`src/rtl/hb_leg_pkg.sv`:
```
// Shared definitions for the half-bridge interlock.
// Assumes bit 1 of any two-bit side vector is the upper switch, bit 0 the lower.
package hb_leg_pkg;

    localparam int SIDE_LO = 0;
    localparam int SIDE_HI = 1;
    localparam int NUM_SIDES = 2;

    // Decoded conduction request pair, upper side in the high bit
    typedef struct packed {
        logic hi;
        logic lo;
    } hb_pair_t;

endpackage

```
`src/rtl/hb_cmd_decode.sv`:
```
// Turns the two active-low commands into active-high requests.
// An overlap, where both commands ask for conduction, yields no request on either side.
// Assumes the commands are already synchronous to clk.
module hb_cmd_decode
    import hb_leg_pkg::*;
(
    input  logic     hi_cmd_n,
    input  logic     lo_cmd_n,
    output hb_pair_t req
);

    logic overlap;

    // Purpose: detect the forbidden simultaneous on-request
    always_comb begin
        overlap = ~hi_cmd_n & ~lo_cmd_n;
    end

    // Purpose: invert each command and blank both during overlap
    always_comb begin
        req.hi = ~hi_cmd_n & ~overlap;
        req.lo = ~lo_cmd_n & ~overlap;
    end

endmodule

```
`src/rtl/hb_side_gate.sv`:
```
// One gate of the leg: off-time counter, mask memory and the registered gate.
// Turn-on needs four things: the request, the enable, an opposite side that is
// off and has been off long enough, and (after a mask trip) enough off-time of
// its own. Turn-off follows the request or the enable on the next edge.
// Assumes DT_CYCLES >= 1 and that the two requests are never both high.
module hb_side_gate #(
    parameter int unsigned DT_CYCLES = 100
) (
    input  logic clk,
    input  logic rst_n,
    input  logic req,
    input  logic en,
    input  logic opp_gate,
    input  logic opp_ready,
    output logic gate,
    output logic ready
);

    localparam int CW = (DT_CYCLES > 1) ? $clog2(DT_CYCLES) : 1;
    localparam logic [CW-1:0] LIMIT_V = CW'(DT_CYCLES - 1);

    logic [CW-1:0] off_cnt;
    logic          masked;
    logic          start;
    logic          hold;

    // Purpose: own gate has been low long enough to hand over or recover
    always_comb begin
        ready = (off_cnt == LIMIT_V);
    end

    // Purpose: decide between keeping, starting and dropping the gate
    always_comb begin
        hold  = gate & req & en;
        start = ~gate & req & en & ~opp_gate & opp_ready & (~masked | ready);
    end

    // Purpose: count cycles since the gate went low, saturating at the limit
    always_ff @(posedge clk) begin
        if (!rst_n) begin
            off_cnt <= LIMIT_V;
        end else if (gate) begin
            off_cnt <= '0;
        end else if (off_cnt != LIMIT_V) begin
            off_cnt <= off_cnt + 1'b1;
        end
    end

    // Purpose: remember a mask trip until the gate is turned on again
    always_ff @(posedge clk) begin
        if (!rst_n) begin
            masked <= 1'b0;
        end else if (!en) begin
            masked <= 1'b1;
        end else if (start) begin
            masked <= 1'b0;
        end
    end

    // Purpose: registered gate enable
    always_ff @(posedge clk) begin
        if (!rst_n) begin
            gate <= 1'b0;
        end else begin
            gate <= hold | start;
        end
    end

endmodule

```
`src/rtl/hb_deadtime_leg.sv`:
```
// Top of one inverter leg interlock: decodes the commands and runs two
// cross-coupled side gates, each watching the other's gate and off-time.
// Assumes synchronous inputs and DT_CYCLES >= 1.
module hb_deadtime_leg
    import hb_leg_pkg::*;
#(
    parameter int unsigned DT_CYCLES = 100
) (
    input  logic       clk,
    input  logic       rst_n,
    input  logic       hi_cmd_n,
    input  logic       lo_cmd_n,
    input  logic [1:0] en_mask,
    output logic       gate_hi,
    output logic       gate_lo
);

    hb_pair_t              req;
    logic [NUM_SIDES-1:0]  req_v;
    logic [NUM_SIDES-1:0]  gate_v;
    logic [NUM_SIDES-1:0]  ready_v;

    hb_cmd_decode u_dec (
        .hi_cmd_n (hi_cmd_n),
        .lo_cmd_n (lo_cmd_n),
        .req      (req)
    );

    // Purpose: flatten the request pair into a side-indexed vector
    always_comb begin
        req_v = req;
    end

    for (genvar s = 0; s < NUM_SIDES; s++) begin : g_side
        hb_side_gate #(
            .DT_CYCLES (DT_CYCLES)
        ) u_side (
            .clk       (clk),
            .rst_n     (rst_n),
            .req       (req_v[s]),
            .en        (en_mask[s]),
            .opp_gate  (gate_v[NUM_SIDES-1-s]),
            .opp_ready (ready_v[NUM_SIDES-1-s]),
            .gate      (gate_v[s]),
            .ready     (ready_v[s])
        );
    end

    // Purpose: drive the named outputs from the side vector
    always_comb begin
        gate_hi = gate_v[SIDE_HI];
        gate_lo = gate_v[SIDE_LO];
    end

endmodule

```
`config.mk`:
```
export PLATFORM = sky130hd
export DESIGN_NAME = hb_deadtime_leg
export DESIGN_NICKNAME = d
export VERILOG_FILES = /design/src/rtl/hb_leg_pkg.sv /design/src/rtl/hb_cmd_decode.sv /design/src/rtl/hb_side_gate.sv /design/src/rtl/hb_deadtime_leg.sv
export SDC_FILE = /design/constraint.sdc
export NUM_CORES = 1
export LEC_CHECK = 0
export ABC_AREA = 1
export BUFFER_PORTS_ARGS = -buffer_cell sky130_fd_sc_hd__buf_2
export CAP_MARGIN = 20
export CORE_MARGIN = 3
export CORE_UTILIZATION = 50
export DETAILED_ROUTE_END_ITERATION = 8
export PLACE_DENSITY_LB_ADDON = 0.1
export SETUP_SLACK_MARGIN = 0.2
export SLEW_MARGIN = 0
export SYNTH_ARGS = -nofsm -noshare
export SYNTH_HDL_FRONTEND = slang
export SYNTH_SLANG_ARGS = --single-unit
export TNS_END_PERCENT = 10
```
`constraint.sdc`:
```
create_clock -name clk -period 1.3 [get_ports clk]
set_input_delay 0.195 -clock clk [delete_from_list [all_inputs] [get_ports clk]]
set_output_delay 0.195 -clock clk [all_outputs]
set_load 0.1 [all_outputs]
```
==> impl_metrics.env, run 1 <==
export IMPL_cp_data_required_time_ns=1.53
export IMPL_firstDrtPassIters=4
export IMPL_crit_type="reg -> reg"
export IMPL_totalWireLength_um=1698
export IMPL_max_freq_ghz=0.8507
export IMPL_overflow=0
export IMPL_grt_start_max_net_pins=11
export IMPL_grt_pass1_vias=688
export IMPL_insertion_delay_ns=0.29
export IMPL_cellPowerDensity_nw_per_um2=2004
export IMPL_endpoint_kind="flop"
export IMPL_core_area_um2=1577
export IMPL_drt_iter0_markers=21
export IMPL_final_nets=138
export IMPL_yosys_top_cells_area="dfxtp_1, nand2_1, nand3_1"
export IMPL_synth_warnings=0
export IMPL_path_max_fanout=6
export IMPL_wl_per_cell_um=11.71
export IMPL_clock_sinks=18
export IMPL_cp_arrival_ns=1.40
export IMPL_hold_ws_ns=0.1046
export IMPL_syn2layout_area_growth_pct=27.49
export IMPL_period_needed_ns=1.175
export IMPL_syn_inst=112
export IMPL_drc=0
export IMPL_setup_viol=0
export IMPL_max_slew_margin_pct=81.11
export IMPL_fin_crit_sh_pct=90.42
export IMPL_antenna_cells=0
export IMPL_fillCellCount=126
export IMPL_synth_top_area_cell="dfxtp_1"
export IMPL_vias=752
export IMPL_hold_buffers=0
export IMPL_tightest_slew_ns=0.2830
export IMPL_pin_count=8
export IMPL_cts_max_path_buffers=2
export IMPL_ys_ff_latch=18
export IMPL_vias_per_cell=5.186
export IMPL_netlist_area_um2=878.3
export IMPL_root_buffer="clkbuf_4"
export IMPL_antenna_found_initial=0
export IMPL_ir_drop_v=0.001068
export IMPL_synth_cell_types=24
export IMPL_die_area_um2=2295
export IMPL_grt_pass1_wl_um=2829
export IMPL_io_buffers=7
export IMPL_hold_path_class="in -> reg"
export IMPL_fin_setup_tns_ns=0
export IMPL_synth_top_cell_area_share_pct=41.03
export IMPL_p_leak_nw=0.4636
export IMPL_start_util_pct=55.71
export IMPL_avgSynthCellArea_um2=7.842
export IMPL_hold_viol=0
export IMPL_crit_path_start_kind="flop"
export IMPL_clk_pin_slew_ns=0.10
export IMPL_drv_slew=0
export IMPL_max_cap_violations=0
export IMPL_syn_num_nets=120
export IMPL_die_w_um=47.91
export IMPL_clock_skew_ns=0.002895
export IMPL_status="complete, no violations"
export IMPL_ant_nets=0
export IMPL_final_layout_size_suffix_gt1_share_pct=34.11
export IMPL_rsz0062_at_grt="yes"
export IMPL_cts_tree="built"
export IMPL_htreeDepth=1
export IMPL_die_h_um=47.91
export IMPL_gp_congestion=0.8175
export IMPL_grt_usage_pct=17.65
export IMPL_cts_buffers=3
export IMPL_dpl_hpwl_um=1193
export IMPL_yosysSeqAreaShare_pct=41.03
export IMPL_fp_row_count=14
worst max-delay path, cell delays in order (launching register included):
cell and delay, ns:
dfxtp_4 0.37, ha_4 0.15, inv_2 0.04, nor2_4 0.09
nand3_4 0.11, nor2_4 0.16, nand3_2 0.09, a21oi_2 0.11
state kept, by name (all words and copies together), names as in the netlist:
| register | count |
|---|---|
| g_side.u_side.off_cnt | 14 |
| g_side.u_side.gate | 2 |
| g_side.u_side.masked | 2 |
cells in the mapped netlist (all sizes together):
library cell  instances
nand2                15
nand4                 3
dfxtp                18
inv                  16
nand3                15
o21ai                 7
xor2                  3
xnor2                 3
nand3b                1
or2                   1
nor2                 16
a31oi                 2
a21oi                 6
nor3                  3
ha                    2
buf                   1
timing repair:
| item | in CTS | in global routing |
|---|---|---|
| endpoints found under the setup margin | 12 | 14 |
| setup buffers | 5 | 1 |
| resized for setup | 9 | 0 |
| pin swaps | 7 | 8 |
metal layers:
layer	share of wire, %	track usage [%]
met1	50	24.28
met2	46	27.18
met3	3.2	3.383
met4	0	6.452
met5	0	0
power by group:
| group | leakage (nW) | switching (mW) | internal [mW] |
|---|---|---|---|
| clock network | 0.0210 | 0.172 | 0.170 |
| logic | 0.293 | 0.531 | 0.505 |
| registers | 0.150 | 0.163 | 0.703 |
worst paths after layout:
| path | startpoint | end | slack (ns) | cells after the start |
|---|---|---|---|---|
| setup / recovery | g_side[0].u_side.off_cnt[0] | g_side[1].u_side.gate | 0.12 | 7 |
| hold / removal | en_mask[0] | g_side[0].u_side.masked | 0.10 | 2 |
| setup reg to reg | g_side[0].u_side.off_cnt[0] | g_side[1].u_side.gate | 0.12 | 7 |
| hold reg to reg | g_side[0].u_side.masked | g_side[0].u_side.masked | 0.49 | 2 |
placed cells by master, fill, tap and decap left out, types with 3 or more instances in the layout:
master,n
a21oi_1,5
buf_2,5
buf_4,7
clkbuf_4,3
dfxtp_1,12
dfxtp_4,4
inv_1,12
inv_2,4
nand2_1,13
nand3_1,10
nand3_2,3
nand4_1,3
nor2_1,12
nor2_4,4
o21ai_0,5
xnor2_1,3
xor2_1,3
through the flow:
| stage | utilization [%] | instance area [µm²] | std cells | total power, mW | setup WS (ns) |
|---|---|---|---|---|---|
| after global placement | 63.33 | 998.5 | 135 | 1.626 | 0.07011 |
| after CTS | 70.56 | 1112 | 144 | 2.216 | 0.09745 |
| after detailed placement | 63.33 | 998.5 | 135 | 1.657 | 0.007008 |
| after floorplan | - | 913.4 | 112 | 1.504 | 0.1144 |
| after global routing | 71.03 | 1120 | 145 | 2.425 | 0.04119 |
| final | 71.03 | 1120 | 145 | 2.245 | 0.1245 |
area by class of cell:
cell class | instances | area (µm²) | share of cell area [%]
multi-input combinational | 77 | 508.0 | 45.36
sequential | 18 | 377.9 | 33.74
timing repair buffer | 14 | 117.6 | 10.50
inverter | 16 | 60.06 | 5.363
clock buffer | 4 | 36.28 | 3.240
tap | 16 | 20.02 | 1.788
logic make-up after synthesis:
family,count (synthesis),share of synthesized area [%]
DFF,18,41.03
buffers and inverters,17,7.693
and+or+nand+nor,54,33.19
xor gates and xnor gates,6,5.984
AOI/OAI and AO/OA,15,9.258
adders and majority gates,2,2.849
(Power assumes the default switching activity.)
==> inputs of run 2 (changes only) <==
--- a/config.mk
+++ b/config.mk
@@ -12,6 +12,7 @@
 export CORE_UTILIZATION = 50
 export DETAILED_ROUTE_END_ITERATION = 8
 export PLACE_DENSITY_LB_ADDON = 0.1
+export RECOVER_POWER = 50
 export SETUP_SLACK_MARGIN = 0.2
 export SLEW_MARGIN = 0
 export SYNTH_ARGS = -nofsm -noshare
==> run 2 against run 1 <==
Net effect:
- core utilization down 0.63 points
- clock skew up 0.00068 ns
- die area unchanged
- via count unchanged
- sequential power about the same
- fmax down 0.22%
- worst hold slack worse by 0.0017 ns
- worst setup slack worse by 0.0026 ns
==> impl_metrics.env, run 2 (synthesis results as in run 1) <==
export IMPL_r2r_end="g_side[1].u_side.gate"
export IMPL_crit_path_start_kind="flop"
export IMPL_gp_congestion=0.8175
export IMPL_path_max_fanout=6
export IMPL_fillCellCount=129
export IMPL_crit_type="reg -> reg"
export IMPL_antenna_found_initial=0
export IMPL_largest_register_ffs=14
export IMPL_fin_crit_sh_pct=90.62
export IMPL_pin_count=8
export IMPL_drv_slew=0
export IMPL_cts_buffers=3
export IMPL_clock_skew_ns=0.003577
export IMPL_instances_no_fill=145
export IMPL_cp_data_required_time_ns=1.53
export IMPL_total_power_mw=2.242
export IMPL_totalWireLength_um=1719
export IMPL_finalInstanceArea_um2=1110
export IMPL_top_register="g_side.u_side.off_cnt"
export IMPL_grt_usage_pct=17.65
export IMPL_cp_arrival_ns=1.41
export IMPL_fin_setup_tns_ns=0
export IMPL_max_freq_ghz=0.8488
export IMPL_hold_path_class="in -> reg"
export IMPL_antenna_cells=0
export IMPL_vias_per_cell=5.186
export IMPL_endpoint_kind="flop"
export IMPL_grt_pass1_wl_um=2829
export IMPL_hold_viol=0
export IMPL_p_leak_nw=0.4622
export IMPL_setup_viol=0
export IMPL_hold_ws_ns=0.1029
export IMPL_final_layout_size_suffix_gt1_share_pct=33.33
export IMPL_die_area_um2=2295
export IMPL_clock_sinks=18
export IMPL_final_nets=138
export IMPL_timing_critical_path_from="g_side[0].u_side.off_cnt[0]"
export IMPL_fp_row_count=14
export IMPL_dpl_hpwl_um=1193
export IMPL_top_regs="g_side.u_side.off_cnt: 14 flops, g_side.u_side.gate: 2 flops, g_side.u_side.masked: 2 flops"
export IMPL_root_buffer="clkbuf_4"
export IMPL_cts_max_path_buffers=2
export IMPL_cp_endpoint="g_side[1].u_side.gate"
export IMPL_drt_iter0_markers=17
export IMPL_overflow=0
export IMPL_htreeDepth=1
export IMPL_final_core_util_pct=70.40
export IMPL_regArea_um2=372.9
export IMPL_status="complete, no violations"
export IMPL_core_area_um2=1577
export IMPL_fin_ws_ns=0.1219
export IMPL_syn2layout_area_growth_pct=26.35
export IMPL_clk_pin_slew_ns=0.11
export IMPL_die_w_um=47.91
export IMPL_crit_reg2reg_launch="g_side[0].u_side.off_cnt[0]"
export IMPL_place_ws_ns=0.007008
export IMPL_wl_per_cell_um=11.86
export IMPL_cellPowerDensity_nw_per_um2=2020
export IMPL_rsz0062_at_grt="yes"
export IMPL_cts_tree="built"
export IMPL_drc=0
export IMPL_hold_buffers=0
export IMPL_period_needed_ns=1.178
export IMPL_tightest_slew_ns=0.2563
export IMPL_vias=752
export IMPL_max_slew_margin_pct=82.78
export IMPL_r2r_cells=7
export IMPL_start_util_pct=55.71
export IMPL_grt_start_max_net_pins=11
export IMPL_insertion_delay_ns=0.29
export IMPL_io_buffers=7
export IMPL_ir_drop_v=0.001059
export IMPL_max_cap_violations=0
export IMPL_dpl_cell_count=135
export IMPL_firstDrtPassIters=4
export IMPL_multi_input_area_um2=503.0
export IMPL_grt_pass1_vias=688
export IMPL_die_h_um=47.91
export IMPL_ant_nets=0
export IMPL_placed_area_um2=998.5
export IMPL_final_common_cell="nand2_1"
export IMPL_most_common_layout_cells="nand2_1, nor2_1, inv_1, dfxtp_1, nand3_1"
export IMPL_r2r_setup_slack_ns=0.12
## run 2: cell counts in the layout (fill, tap and decap cells not counted)
No cell type changed its count.
## run 2: cell type report
cell class | instances | share of cell area, %
Timing Repair Buffer | 14 | 10.60
Multi-Input combinational cell | 77 | 45.32
Inverter | 16 | 5.412
Tap cell | 16 | 1.804
Sequential cell | 18 | 33.60
Clock buffer | 4 | 3.269
## run 2: how the worst min path moves through the flow
stage / cells past startpoint / end / start
after floorplan: 1 / g_side[0].u_side.masked / en_mask[0]
after global placement: 2 / g_side[0].u_side.masked / en_mask[0]
after detailed placement: 2 / g_side[0].u_side.masked / en_mask[0]
after CTS: 2 / g_side[0].u_side.masked / en_mask[0]
after global routing: 2 / g_side[0].u_side.masked / en_mask[0]
final: 2 / g_side[0].u_side.masked / en_mask[0]
## run 2: power breakdown
| group | total (mW) | switching, mW | internal, mW |
|---|---|---|---|
| clock network | 0.345 | 0.174 | 0.170 |
| registers | 0.866 | 0.161 | 0.705 |
| logic | 1.03 | 0.530 | 0.502 |
## run 2: layer usage
layer | GRT usage (%) | share of wire, % | up-vias
met5 | 0 | 0 | -
met4 | 6.452 | 0 | 0
met3 | 3.383 | 3.1 | 0
met2 | 27.18 | 46 | 14
met1 | 24.28 | 51 | 337
li1 | - | - | 401
## run 2: worst max-delay path, cell delays in order (launching register included)
cell and delay (ns):
dfxtp_4 0.37, ha_4 0.15, inv_2 0.04, nor2_4 0.09, nand3_4 0.11, nor2_4 0.16
nand3_2 0.09, a21oi_2 0.11
## run 2: repair_timing
action                                  4_1_cts  5_1_grt
pin swaps                                     7        8
endpoints found under the setup margin       12       14
hold endpoints to repair                      0        0
setup buffers                                 5        1
gates resized for setup                       9        0
